## src/rtl/irq_stat_pkg.sv

```systemverilog
// Shared constants and types for the per-channel interrupt status bank.
// Assumes a register width of at least 14 bits so both event bits fit.
package irq_stat_pkg;
    localparam int DONE_BIT  = 1;
    localparam int ABORT_BIT = 13;

    localparam logic [7:0] OFF_RAW = 8'h10;
    localparam logic [7:0] OFF_REQ = 8'h14;
    localparam logic [7:0] OFF_EN  = 8'h18;
    localparam logic [7:0] OFF_DET = 8'h1C;

    typedef enum logic [1:0] {
        SEL_RAW = 2'd0,
        SEL_REQ = 2'd1,
        SEL_EN  = 2'd2,
        SEL_DET = 2'd3
    } reg_sel_e;
endpackage

```

## src/rtl/irq_addr_dec.sv

```systemverilog
// Decodes a byte offset inside a channel window into a register select.
// Assumes offsets wider than 8 bits are zero-extended versions of the map.
module irq_addr_dec
    import irq_stat_pkg::*;
#(
    parameter int OFFW = 8
) (
    input  logic [OFFW-1:0] off,
    output reg_sel_e        sel,
    output logic            hit
);
    // Map the offset onto one of the four registers, flag a miss.
    always_comb begin
        sel = SEL_RAW;
        hit = 1'b1;
        if (off == OFFW'(OFF_RAW))      sel = SEL_RAW;
        else if (off == OFFW'(OFF_REQ)) sel = SEL_REQ;
        else if (off == OFFW'(OFF_EN))  sel = SEL_EN;
        else if (off == OFFW'(OFF_DET)) sel = SEL_DET;
        else                            hit = 1'b0;
    end
endmodule

```

## src/rtl/irq_chan_regs.sv

```systemverilog
// One channel's interrupt state: live view, sticky request with
// write-one-to-clear, enable mask, masked detect and level interrupt.
// Assumes at most one of wr_req / wr_en is high in a cycle.
module irq_chan_regs
    import irq_stat_pkg::*;
#(
    parameter int DW = 32
) (
    input  logic          clk,
    input  logic          rst_n,
    input  logic          ev_done,
    input  logic          ev_abort,
    input  logic          wr_req,
    input  logic          wr_en,
    input  logic [DW-1:0] wdata,
    output logic [DW-1:0] raw,
    output logic [DW-1:0] req,
    output logic [DW-1:0] en,
    output logic [DW-1:0] det,
    output logic          irq
);
    localparam logic [DW-1:0] IMPL_MASK = (DW'(1) << DONE_BIT) | (DW'(1) << ABORT_BIT);

    logic [DW-1:0] clr;
    logic [DW-1:0] req_q;
    logic [DW-1:0] en_q;

    // Place the live event inputs at their bit positions.
    always_comb begin
        raw            = '0;
        raw[DONE_BIT]  = ev_done;
        raw[ABORT_BIT] = ev_abort;
    end

    // Bits software asks to clear this cycle.
    always_comb clr = wr_req ? (wdata & IMPL_MASK) : '0;

    // Sticky request: clear first, then new events win.
    always_ff @(posedge clk) begin
        if (!rst_n) req_q <= '0;
        else        req_q <= (req_q & ~clr) | raw;
    end

    // Enable mask keeps only implemented bits.
    always_ff @(posedge clk) begin
        if (!rst_n)     en_q <= '0;
        else if (wr_en) en_q <= wdata & IMPL_MASK;
    end

    // Masked detect and the channel's level interrupt.
    always_comb begin
        req = req_q;
        en  = en_q;
        det = req_q & en_q;
        irq = |det;
    end
endmodule

```

## src/rtl/irq_rd_mux.sv

```systemverilog
// Selects the read data of the addressed channel and register.
// Assumes out-of-range channel indices and unmapped offsets read zero.
module irq_rd_mux
    import irq_stat_pkg::*;
#(
    parameter int NCH = 4,
    parameter int DW  = 32,
    parameter int CHW = 2
) (
    input  logic [CHW-1:0]         chan,
    input  reg_sel_e               sel,
    input  logic                   hit,
    input  logic [NCH-1:0][DW-1:0] raw_vec,
    input  logic [NCH-1:0][DW-1:0] req_vec,
    input  logic [NCH-1:0][DW-1:0] en_vec,
    input  logic [NCH-1:0][DW-1:0] det_vec,
    output logic [DW-1:0]          rd_data
);
    // Pick one register of one channel, zero otherwise.
    always_comb begin
        rd_data = '0;
        for (int c = 0; c < NCH; c++) begin
            if (hit && chan == CHW'(c)) begin
                case (sel)
                    SEL_RAW: rd_data = raw_vec[c];
                    SEL_REQ: rd_data = req_vec[c];
                    SEL_EN:  rd_data = en_vec[c];
                    default: rd_data = det_vec[c];
                endcase
            end
        end
    end
endmodule

```

## src/rtl/chan_irq_bank.sv

```systemverilog
// Interrupt status bank for NCH DMA channels with one shared line.
// Assumes single-cycle or level event inputs and a same-cycle read path.
module chan_irq_bank
    import irq_stat_pkg::*;
#(
    parameter int NCH  = 4,
    parameter int DW   = 32,
    parameter int OFFW = 8,
    localparam int CHW = (NCH > 1) ? $clog2(NCH) : 1
) (
    input  logic            clk,
    input  logic            rst_n,
    input  logic [NCH-1:0]  evt_done,
    input  logic [NCH-1:0]  evt_abort,
    input  logic            bus_wr,
    input  logic [CHW-1:0]  bus_chan,
    input  logic [OFFW-1:0] bus_off,
    input  logic [DW-1:0]   bus_wdata,
    output logic [DW-1:0]   rd_data,
    output logic [NCH-1:0]  irq_chan,
    output logic            irq_shared
);
    reg_sel_e               sel;
    logic                   hit;
    logic [NCH-1:0][DW-1:0] raw_vec;
    logic [NCH-1:0][DW-1:0] req_vec;
    logic [NCH-1:0][DW-1:0] en_vec;
    logic [NCH-1:0][DW-1:0] det_vec;

    irq_addr_dec #(.OFFW(OFFW)) u_dec (
        .off (bus_off),
        .sel (sel),
        .hit (hit)
    );

    for (genvar c = 0; c < NCH; c++) begin : g_chan
        logic wr_hit;
        // Write strobe reaches only the addressed channel.
        always_comb wr_hit = bus_wr && hit && (bus_chan == CHW'(c));

        irq_chan_regs #(.DW(DW)) u_regs (
            .clk      (clk),
            .rst_n    (rst_n),
            .ev_done  (evt_done[c]),
            .ev_abort (evt_abort[c]),
            .wr_req   (wr_hit && sel == SEL_REQ),
            .wr_en    (wr_hit && sel == SEL_EN),
            .wdata    (bus_wdata),
            .raw      (raw_vec[c]),
            .req      (req_vec[c]),
            .en       (en_vec[c]),
            .det      (det_vec[c]),
            .irq      (irq_chan[c])
        );
    end

    irq_rd_mux #(.NCH(NCH), .DW(DW), .CHW(CHW)) u_mux (
        .chan    (bus_chan),
        .sel     (sel),
        .hit     (hit),
        .raw_vec (raw_vec),
        .req_vec (req_vec),
        .en_vec  (en_vec),
        .det_vec (det_vec),
        .rd_data (rd_data)
    );

    // Shared line: any channel asserting.
    always_comb irq_shared = |irq_chan;
endmodule

```

## config.mk

```make
export PLATFORM = sky130hd
export DESIGN_NAME = chan_irq_bank
export DESIGN_NICKNAME = d
export VERILOG_FILES = /design/src/rtl/irq_stat_pkg.sv /design/src/rtl/irq_addr_dec.sv /design/src/rtl/irq_chan_regs.sv /design/src/rtl/irq_rd_mux.sv /design/src/rtl/chan_irq_bank.sv
export SDC_FILE = /design/constraint.sdc
export NUM_CORES = 1
export LEC_CHECK = 0
export ABC_AREA = 1
export BUFFER_PORTS_ARGS = -buffer_cell sky130_fd_sc_hd__buf_2
export CAP_MARGIN = 25
export CORE_AREA = 2 2 70 72
export CTS_CLUSTER_SIZE = 28
export DETAILED_ROUTE_END_ITERATION = 12
export DIE_AREA = 0 0 72 74
export PLACE_DENSITY = 0.66
export SYNTH_ARGS = -nofsm -noshare
export SYNTH_HDL_FRONTEND = slang
export SYNTH_SLANG_ARGS = --single-unit
export TNS_END_PERCENT = 100
```

## constraint.sdc

```tcl
create_clock -name clk -period 3.9 [get_ports clk]
set_input_delay 0.585 -clock clk [delete_from_list [all_inputs] [get_ports clk]]
set_output_delay 0.585 -clock clk [all_outputs]
set_load 0.02 [all_outputs]
```

Yosys cells after proc, flatten, opt, wreduce, memory -nomap -nowiden
Cells that the tools add are included.

storage, ports and cells
  output and inout port bits = 37
  register bits = 136
  bits of input ports = 53
  word-level logic and storage cells = 77

cells by class
  reductions and logical operators = 24
  equality and inequality tests = 9
  muxes and demuxes = 20
  bitwise logic cells = 16

operators with widths
  operator                                                          count
  32-bit one-hot mux with 3 select lines                            4
  32-bit by 14-bit AND with 32-bit output                           4
  32-bit AND                                                        4
  32-bit two-way mux                                                4
  32-bit NOT                                                        4
  32-bit by 14-bit bitwise OR with 32-bit output                    4
  128-bit OR reduction                                              1
  32-bit OR reduction                                               4
  14-bit two-way mux                                                4
  8-bit by 5-bit == test with 1-bit output (second input constant)  4
  1-bit logical AND                                                 17
  2-bit two-way mux                                                 4
  2-bit == test (second input constant)                             3
  2-bit by 1-bit == test with 1-bit output (second input constant)  2
  2-bit zero test                                                   2
  1-bit two-way mux                                                 4

Depth between registers and ports, before layout
Gate-level depths: netlist (run 1).

  depth after elaboration = 12
  mapped depth = 11
  depth with buffers taken out = 11

By module
Synthesis (run 1) repeated with hierarchy kept, for this count alone.

unflattened totals
  cell total of the unflattened synthesis = 1649
  area, all modules = 9071.2 um^2

by module, submodules not included
  module         area an instance (um^2)  sequential area each (um^2)  cells an instance  times used
  irq_rd_mux     4584.4                   0.0                          1018               1
  irq_chan_regs  1083.5                   80.1                         148                4
  chan_irq_bank  105.1                    0.0                          28                 1
  irq_addr_dec   47.5                     0.0                          11                 1

Worst setup path after synthesis (run 1)
Ideal clock, no wire load.

  path type = input-to-output
  from = input bus_off[5]
  to = output rd_data[13]
  path buffers = 1
  setup slack = 1.741 ns
  required time = 3.315 ns
  data arrival time = 1.574 ns
  cell stages on the path = 10
  cell sequence = inv_2 -> nand2_2 -> nor2_8 -> nand2_1 -> nand3_4 -> buf_8 -> nand3_1 -> nor2_1 -> nor2_1 -> nand2_1

between the ends
  longest elaborated chain between the ends = 11
  elaborated cells between the ends (all ways) = 27
  classes of those cells = 6 x eq/ne; 16 x mux; 5 x reduce/logical

RTL lines
  element                                      line                 source
  start, declared                              chan_irq_bank.sv:17  input logic [OFFW-1:0] bus_off,
  8-bit by 5-bit == test with 1-bit output     irq_addr_dec.sv:19   else if (off == OFFW'(OFF_DET)) sel = SEL_DET;
  2-bit two-way mux                            irq_addr_dec.sv:19
  2-bit two-way mux                            irq_addr_dec.sv:18   else if (off == OFFW'(OFF_EN)) sel = SEL_EN;
  2-bit two-way mux                            irq_addr_dec.sv:17   else if (off == OFFW'(OFF_REQ)) sel = SEL_REQ;
  2-bit two-way mux                            irq_addr_dec.sv:16   if (off == OFFW'(OFF_RAW)) sel = SEL_RAW;
  2-bit == test, or another cell as far along  irq_rd_mux.sv:24     case (sel)
  32-bit one-hot mux with 3 select lines       irq_rd_mux.sv:24
  32-bit two-way mux (3 in a row)              irq_rd_mux.sv:23     if (hit && chan == CHW'(c)) begin
  32-bit two-way mux *                         irq_rd_mux.sv:23
  end, declared                                chan_irq_bank.sv:19  output logic [DW-1:0] rd_data,

Mark *: on every way between the ends. The rest lies on a longest branch, timed or not.

Worst setup path in the final report (run 1)
  from = input bus_off[5]
  to = output rd_data[1]

The elaborated chain is that of the path after synthesis.

==> results of run 1 <==
## state kept, by name, indices dropped and copies added, names as in the netlist
signal	count
g_chan.u_regs.en	8
g_chan.u_regs.req	8
## layer usage
layer | track usage [%] | routed length, um
met1 | 18.9 | 1640
met3 | 2.17 | 235
met4 | 6.29 | 60
met5 | 0 | 0
met2 | 23.4 | 1560
## placed cells by master, fill, tap and decap left out, drive strengths merged
master / count
nor2: 47
nand3: 31
nand2: 59
a21oi: 8
conb: 30
dfxtp: 16
o21bai: 4
o21ai: 8
clkbuf: 3
buf: 29
or4: 1
inv: 34
nand4: 10
## layout make-up
| cell class | count | area, um^2 |
|---|---|---|
| clock buffers | 3 | 41.3 |
| fillers | 527 | 2930 |
| inverters | 34 | 128 |
| multi-input cells | 198 | 963 |
| flip-flops and latches | 16 | 320 |
| well taps | 54 | 67.6 |
| repair buffers | 29 | 145 |
## through the flow
| step | setup WS, ns | hold slack, ns | power (uW) |
|---|---|---|---|
| global route | 1.18 | 0.521 | 402 |
| floorplan | 1.74 | 0.462 | 262 |
| CTS | 1.39 | 0.490 | 386 |
| detailed placement | 1.39 | 0.482 | 261 |
| global placement | 1.40 | 0.477 | 259 |
| finish | 1.38 | 0.489 | 381 |
## kinds of logic after synthesis
family,after synthesis,synth area share [%]
DFF,16,20.1
other,1,0.235
AOI/OAI and AO/OA,20,6.90
buffers and inverters,74,26.4
and+or+nand+nor,148,46.4
## critical path: cells and delay by family
| kind | cells | cell delay, ns |
|---|---|---|
| AND/OR/NAND/NOR | 8 | 1.04 |
| buffers and inverters | 3 | 0.31 |
## power by group through the flow
stage	Clock (uW)	Combinational (uW)	Sequential (uW)
after detailed placement	0	83.3	177
final	124	83.9	174
after global placement	0	82.4	177
after floorplan	0	86.1	176
after global routing	134	94.1	174
after CTS	129	83.5	174
## how the worst max path moves through the flow
| stage | from | to | slack, ns | depth (start not counted) |
|---|---|---|---|---|
| floorplan | bus_off[5] | rd_data[13] | 1.74 | 10 |
| global placement | bus_off[5] | rd_data[13] | 1.40 | 11 |
| detailed placement | bus_off[5] | rd_data[1] | 1.39 | 11 |
| CTS | bus_off[5] | rd_data[1] | 1.39 | 11 |
| global route | bus_off[7] | rd_data[1] | 1.18 | 11 |
| finish | bus_off[5] | rd_data[1] | 1.38 | 11 |
==> results.json, run 1 <==
{
  "run_status": "completed",
  "synth.largest_area_cell": "dfxtp_1",
  "unrepaired_setup_endpoints_after_global_routing": "no",
  "pwr-share-seq_pct": 45.6,
  "worstPathRequired_ns": 3.31,
  "setup_viol": 0,
  "worst_path_max_stage_delay_ns": 0.26,
  "route.antenna.remaining_nets": 0,
  "final_min_period_over_clock_period_pct": 64.5,
  "regToRegEndpoint": "g_chan[2].u_regs.en[1]",
  "global_route.overflow_total": 0,
  "postCtsSetupRepairBufs": 0,
  "stdcell_count": 334,
  "areaGrowthSynthToFinish_pct": 4.31,
  "grt_antenna_before_repair": 0,
  "fp.coreArea_um2": 4600,
  "chipWidth_um": 72,
  "postSynthRegisterBits": 16,
  "placement.cell_area_um2": 1620,
  "grt_pass1_vias": 1350,
  "num-nets-final": 335,
  "dp_hpwl_mm": 2.88,
  "max-vdd-ir-drop_uv": 72.3,
  "worstHoldPathCells": 2,
  "global_route_wire_length_before_repair_mm": 5.91,
  "cts.clk_slew.worst_paths_ns": 0.06,
  "wire_per_inst_um": 10.5,
  "synth.cells.most_frequent": "nand2_1 (53), nor2_1 (42), buf_4 (34)",
  "crit_path_max_fanout": 18,
  "io_buffers": 29,
  "worst_min_delay_path_class": "flop to flop",
  "critPathLaunchType": "primary input",
  "clkLatencyLatePin_ns": 0.25,
  "reg2reg_setup_slack_ns": 3.23,
  "rr_worst_depth": 4,
  "via_count": 1531,
  "floorplan.initialDensity_pct": 34.7,
  "ys_warn_count": 0,
  "setup_tns_ns": 0,
  "netSwitchingFraction_pct": 32.1,
  "criticalPathCategory": "primary input to primary output",
  "floorplan.rows": 25,
  "crit_path_cell_trace": "buf_2 > inv_2 > nand2_2 > nor2_8 > nand2_4 > nand3_4 > nand3_1 > nor2_1 > nor2_1 > nand2_1 > buf_2",
  "tritoncts_num_sinks": 16,
  "int_pwr_uw": 259,
  "cts_buffers": 3,
  "synthDominantCellAreaShare_pct": 20.1,
  "comb_power_share_pct": 22.0,
  "globalRouteTotalUtil_pct": 14.3,
  "async_flop_share_pct": 0,
  "synth_top_cells_by_area": "dfxtp_1 (20%), buf_4 (16%), nand2_1 (12%)",
  "cts_htree_levels": 1,
  "finClkSkew_ns": 0,
  "top_achievable_clock_speed_ghz": 0.398,
  "cts_tree": "yes",
  "detail_route.vias_per_cell": 4.58,
  "timing.max_cap.violations": 0,
  "report.final.hold_viol_count": 0,
  "globalplace.congestion": 0.821,
  "die_height_um": 74,
  "synth_area_per_cell_um2": 6.16,
  "rr_startpoint": "g_chan[2].u_regs.en[1]",
  "dpl.cell_count": 331,
  "power.static_leakage_uw": 0.000973,
  "power.density_nw_per_um2": 229,
  "layout.cell_area.non_filler_um2": 1670,
  "violation_count_after_the_first_detailed_routing_iteration": 199,
  "hold_path.startpoint": "g_chan[0].u_regs.req[1]",
  "cp.arrival_ns": 1.93,
  "drive_above_1_share_pct": 17.5,
  "period_minus_slack_ns": 2.52,
  "antenna_cells_inserted": 0,
  "pin_count": 90,
  "cts-resized-gates": 0,
  "final_cell_utilization_of_the_core_pct": 36.2,
  "min_delay_worst_endpoint": "g_chan[0].u_regs.req[1]",
  "grt_start_max_net_pins": 19,
  "postRouteWirelength_mm": 3.50,
  "firstDrtPassIters": 4,
  "cts_root_buffer": "clkbuf_8",
  "syn_inst": 259,
  "floorplan.die_area_um2": 5330,
  "synthDistinctLibCells": 23,
  "synth-seq-area-share_pct": 20.1,
  "synth_flop_cell": "dfxtp_1",
  "slowest_stage": "nor2_8",
  "synth_edf_count": 0,
  "synth.most_common_cell": "nand2_1",
  "cts_max_path_bufs": 2,
  "end_kind": "primary output",
  "cts_hold_repair.buffers": 0,
  "syn_area_um2": 1600,
  "drc": 0,
  "power_frac_clock_pct": 32.4,
  "power.net_switching_uw": 122,
  "maxSlewViolCount": 0
}
No activity file was read; power rests on OpenSTA's default activity.
==> run 2: changes to the inputs <==
--- a/config.mk
+++ b/config.mk
@@ -5,14 +5,14 @@
 export SDC_FILE = /design/constraint.sdc
 export NUM_CORES = 1
 export LEC_CHECK = 0
-export ABC_AREA = 1
+export ABC_AREA = 0
 export BUFFER_PORTS_ARGS = -buffer_cell sky130_fd_sc_hd__buf_2
 export CAP_MARGIN = 25
-export CORE_AREA = 2 2 70 72
+export CORE_AREA = 2 2 62 64
 export CTS_CLUSTER_SIZE = 28
 export DETAILED_ROUTE_END_ITERATION = 12
-export DIE_AREA = 0 0 72 74
-export PLACE_DENSITY = 0.66
+export DIE_AREA = 0 0 64 66
+export PLACE_DENSITY = 0.73
 export SYNTH_ARGS = -nofsm -noshare
 export SYNTH_HDL_FRONTEND = slang
 export SYNTH_SLANG_ARGS = --single-unit
==> constraint.sdc (replaced) <==
create_clock -name clk -period 2.3 [get_ports clk]
set_input_delay 0.345 -clock clk [delete_from_list [all_inputs] [get_ports clk]]
set_output_delay 0.345 -clock clk [all_outputs]
set_load 0.02 [all_outputs]
==> results.json, run 2 <==
{
  "rr_startpoint": "g_chan[0].u_regs.en[1]",
  "multi_input_comb_area_um2": 734,
  "final_min_period_over_clock_period_pct": 96.8,
  "timing.max_cap.violations": 0,
  "globalplace.congestion": 0.865,
  "drive_above_1_share_pct": 24.9,
  "areaGrowthSynthToFinish_pct": 10.7,
  "antenna_cells_inserted": 0,
  "die_height_um": 66,
  "cts_htree_levels": 1,
  "async_flop_share_pct": 0,
  "fp.coreArea_um2": 3550,
  "synth_edf_count": 0,
  "cp.arrival_ns": 1.88,
  "grt_antenna_before_repair": 0,
  "synth_top_cells_by_area": "dfxtp_1 (26%), buf_4 (21%), o21ai_0 (9.3%)",
  "postSynthRegisterBits": 16,
  "global_route.overflow_total": 0,
  "via_count": 1216,
  "cts_tree": "yes",
  "cts_buffers": 3,
  "cts.clk_slew.worst_paths_ns": 0.10,
  "drc": 0,
  "firstDrtPassIters": 4,
  "globalRouteTotalUtil_pct": 14.5,
  "synth.most_common_cell": "buf_4",
  "run_status": "completed",
  "worst_min_delay_path_class": "primary input to flop",
  "cts_hold_repair.buffers": 0,
  "global_route_wire_length_before_repair_mm": 4.79,
  "postRouteWirelength_mm": 3.01,
  "synth.largest_area_cell": "dfxtp_1",
  "floorplan.die_area_um2": 4220,
  "top_achievable_clock_speed_ghz": 0.449,
  "syn_area_um2": 1230,
  "synth-seq-area-share_pct": 25.9,
  "grt_pass1_vias": 1023,
  "syn_inst": 162,
  "crit_path_max_fanout": 7,
  "netSwitchingFraction_pct": 31.3,
  "criticalPathCategory": "primary input to primary output",
  "power_frac_clock_pct": 31.9,
  "route.antenna.remaining_nets": 0,
  "dp_hpwl_mm": 2.35,
  "cts_root_buffer": "clkbuf_4",
  "cts_max_path_bufs": 2,
  "floorplan.initialDensity_pct": 34.8,
  "period_minus_slack_ns": 2.23,
  "power.density_nw_per_um2": 442,
  "cts-resized-gates": 0,
  "finClkSkew_ns": 0,
  "grt_start_max_net_pins": 17,
  "unrepaired_setup_endpoints_after_global_routing": "no",
  "max-vdd-ir-drop_uv": 121,
  "end_kind": "primary output",
  "floorplan.rows": 22,
  "critPathLaunchType": "primary input",
  "int_pwr_uw": 415,
  "crit_path_start": "bus_off[1]",
  "pin_count": 90,
  "violation_count_after_the_first_detailed_routing_iteration": 55,
  "final_cell_mix": "conb_1 (30), buf_2 (29), o21ai_0 (23)",
  "detail_route.vias_per_cell": 5.05,
  "pwr-share-seq_pct": 49.0,
  "power.net_switching_uw": 189,
  "area.sequential_um2": 320,
  "maxSlewViolCount": 0,
  "report.final.hold_viol_count": 0,
  "clkLatencyLatePin_ns": 0.29,
  "hold_path.startpoint": "evt_abort[0]",
  "num-nets-final": 247,
  "worstPathRequired_ns": 1.96,
  "comb_power_share_pct": 19.2,
  "wire_per_inst_um": 12.5,
  "layout.cells.most_common": "conb_1",
  "chipWidth_um": 64,
  "io_buffers": 29,
  "postCtsSetupRepairBufs": 0,
  "synthDominantCellAreaShare_pct": 25.9,
  "whs_ns": 0.324,
  "ys_warn_count": 0,
  "synth_flop_cell": "dfxtp_1",
  "synth_area_per_cell_um2": 7.62,
  "synth.cells.most_frequent": "buf_4 (34), o21ai_0 (23), dfxtp_1 (16)",
  "tritoncts_num_sinks": 16,
  "synthDistinctLibCells": 34,
  "post-layout-total-power_uw": 604,
  "setup_tns_ns": 0,
  "setup_viol": 0,
  "power.static_leakage_uw": 0.000595,
  "fillers": 375
}
-- run 2: changes by cell type after synthesis, sizes merged, moves of 15 or more --
cell / delta
inv: -31
nor2: -33
nand3: -26
nand2: -48
o21ai: +15
-- run 2: logic make-up (layout without fill, tap and decap cells) --
| logic type | after synthesis | count (layout) | share of synthesized area (%) |
|---|---|---|---|
| AOI/OAI and AO/OA | 61 | 61 | 31.9 |
| buffers and inverters | 42 | 44 | 23.4 |
| DFF | 16 | 16 | 25.9 |
| other | 1 | 30 | 0.304 |
| and+or+nand+nor | 42 | 42 | 18.4 |
-- run 2: layout make-up --
cell class | count | share of cell area [%]
multi-input combinational | 133 | 53.7
tap | 48 | 4.39
inverter | 3 | 0.823
sequential | 16 | 23.4
clock buffer | 4 | 2.65
timing repair buffer | 37 | 15.0
-- run 2: final timing paths --
kind | to | slack (ns) | cells after the start
max | rd_data[13] | 0.07 | 8
min | g_chan[0].u_regs.req[13] | 0.32 | 3
max reg2reg | g_chan[0].u_regs.en[1] | 1.57 | 2
min reg2reg | g_chan[2].u_regs.en[13] | 0.52 | 2
-- run 2: power groups by stage --
stage                     Combinational (uW)  Clock [uW]  Sequential (uW)
after floorplan                          116           0              300
after global placement                   113           0              302
after detailed placement                 114           0              302
after CTS                                114         195              296
after global routing                     127         208              298
final                                    116         193              296
-- run 2: metal layers --
layer	wire, um	GRT usage (%)
met5	0	0
met4	49	7.07
met3	234	2.39
met2	1300	21.7
met1	1420	20.1
-- run 2: critical path, cell delays in order --
cell and delay (ns):
buf_2 0.11, nor4b_4 0.36, buf_4 0.19, nand3_1 0.25, a31oi_1 0.24, a22oi_1 0.11
nand3_1 0.10, buf_2 0.17
-- run 2: through the flow --
step                setup slack [ns]  instances  instance area [um^2]  util [%]
global route                 0.00256        241                  1370      38.5
floorplan                      0.359        191                  1340         -
CTS                           0.0728        241                  1370      38.5
finish                        0.0740        241                  1370      38.5
detailed placement            0.0934        237                  1330      37.5
global placement              0.0803        237                  1330      37.5
==> run 3: changes to the inputs <==
--- a/config.mk
+++ b/config.mk
@@ -12,7 +12,7 @@
 export CTS_CLUSTER_SIZE = 28
 export DETAILED_ROUTE_END_ITERATION = 12
 export DIE_AREA = 0 0 64 66
-export PLACE_DENSITY = 0.73
+export PLACE_DENSITY = 0.84
 export SYNTH_ARGS = -nofsm -noshare
 export SYNTH_HDL_FRONTEND = slang
 export SYNTH_SLANG_ARGS = --single-unit
==> results.json, run 3 (synthesized netlist as in run 2, its figures left out) <==
{
  "run_status": "completed",
  "final_cell_utilization_of_the_core_pct": 38.5,
  "violation_count_after_the_first_detailed_routing_iteration": 97,
  "worst_min_delay_path_class": "primary input to flop",
  "cts_tree": "yes",
  "global_route_wire_length_before_repair_mm": 4.71,
  "period_minus_slack_ns": 2.23,
  "die_height_um": 66,
  "grt_antenna_before_repair": 0,
  "pin_count": 90,
  "cts_max_path_bufs": 2,
  "area.sequential_um2": 320,
  "layout.cells.most_common": "conb_1",
  "critPathLaunchType": "primary input",
  "drive_above_1_share_pct": 25.4,
  "floorplan.rows": 22,
  "chipWidth_um": 64,
  "detail_route.vias_per_cell": 5.10,
  "floorplan.initialDensity_pct": 34.8,
  "globalRouteTotalUtil_pct": 14.3,
  "crit_path_max_fanout": 7,
  "dp_hpwl_mm": 2.33,
  "cp.arrival_ns": 1.89,
  "wire_per_inst_um": 12.3,
  "fillers": 392,
  "cts_root_buffer": "clkbuf_4",
  "via_count": 1228,
  "grt_pass1_vias": 1036,
  "power.density_nw_per_um2": 411,
  "areaGrowthSynthToFinish_pct": 10.6,
  "end_kind": "primary output",
  "final_min_period_over_clock_period_pct": 97.1,
  "report.final.hold_viol_count": 0,
  "multi_input_comb_area_um2": 739,
  "floorplan.die_area_um2": 4220,
  "max-vdd-ir-drop_uv": 135,
  "firstDrtPassIters": 5,
  "globalplace.congestion": 0.837,
  "final.setup.worst_slack_ns": 0.0663,
  "power.static_leakage_uw": 0.000591,
  "final_cell_mix": "conb_1 (30), buf_2 (29), o21ai_0 (23)",
  "antenna_cells_inserted": 0,
  "worstPathRequired_ns": 1.96,
  "num-nets-final": 248,
  "io_buffers": 29,
  "drc": 0,
  "postRouteWirelength_mm": 2.96,
  "maxSlewViolCount": 0,
  "criticalPathCategory": "primary input to primary output",
  "finClkSkew_ns": 0,
  "setup_tns_ns": 0,
  "cts.clk_slew.worst_paths_ns": 0.09,
  "global_route.overflow_total": 0,
  "detailedPlace.worstSlack_ns": 0.0795,
  "cts_buffers": 3,
  "cts_hold_repair.buffers": 0,
  "timing.max_cap.violations": 0,
  "fp.coreArea_um2": 3550,
  "grt_start_max_net_pins": 17,
  "top_achievable_clock_speed_ghz": 0.448,
  "route.antenna.remaining_nets": 0,
  "clkLatencyLatePin_ns": 0.30,
  "dpl.cell_count": 237,
  "tritoncts_num_sinks": 16,
  "post-layout-total-power_uw": 561,
  "stdcell_count": 241,
  "cts_htree_levels": 1,
  "setup_viol": 0
}
-- run 3: cell count changes in the layout (fill, tap and decap cells not counted), sizes merged --
cell and delta:
buf +1, clkbuf -1
-- run 3: what timing repair did --
item                                    CTS  global route
resized for setup                         0             1
endpoints found under the setup margin    0             1
buffers inserted                          0             1
-- run 3: power by group --
part           leakage, uW  internal, uW  switching (uW)
Combinational     0.000446          31.7            84.5
Clock            0.0000138          61.1            87.6
Sequential        0.000132           287            9.14
Total             0.000591           380             181
-- run 3: through the flow --
step | hold WS, ns | instance area, um^2
2_1_floorplan | 0.465 | 1340
3_3_place_gp | 0.485 | 1330
3_5_place_dp | 0.499 | 1330
4_1_cts | 0.336 | 1350
5_1_grt | 0.341 | 1370
6_report | 0.335 | 1370
-- run 3: worst paths after layout --
| path | start | to | slack [ns] | cells past startpoint |
|---|---|---|---|---|
| worst max-delay path | bus_off[5] | rd_data[13] | 0.07 | 7 |
| worst min-delay path | evt_done[3] | g_chan[3].u_regs.req[1] | 0.33 | 3 |
| worst max register to register | g_chan[2].u_regs.en[13] | g_chan[2].u_regs.en[13] | 1.59 | 2 |
| worst min register to register | g_chan[0].u_regs.en[13] | g_chan[0].u_regs.en[13] | 0.52 | 2 |
-- run 3: area by class of cell --
class                   instances  area share, %
multi-input cells             133           54.1
flip-flops and latches         16           23.4
repair buffers                 38           15.6
well taps                      48           4.40
clock buffers                   3           1.65
inverters                       3          0.824
-- run 3: layer usage --
layer | global-route usage (%) | up-vias | share of wire [%]
met2 | 21.6 | 78 | 45
met3 | 2.56 | 5 | 11
met1 | 20.0 | 556 | 43
li1 | - | 589 | -
met4 | 5.98 | 0 | 1.7
met5 | 0 | - | 0
-- run 3: critical path, cell delays in order --
cell and delay [ns]:
buf_2 0.11, nor4b_4 0.38, nand2_2 0.19, o32a_1 0.38, a22oi_2 0.19, nand3_1 0.11
buf_2 0.18
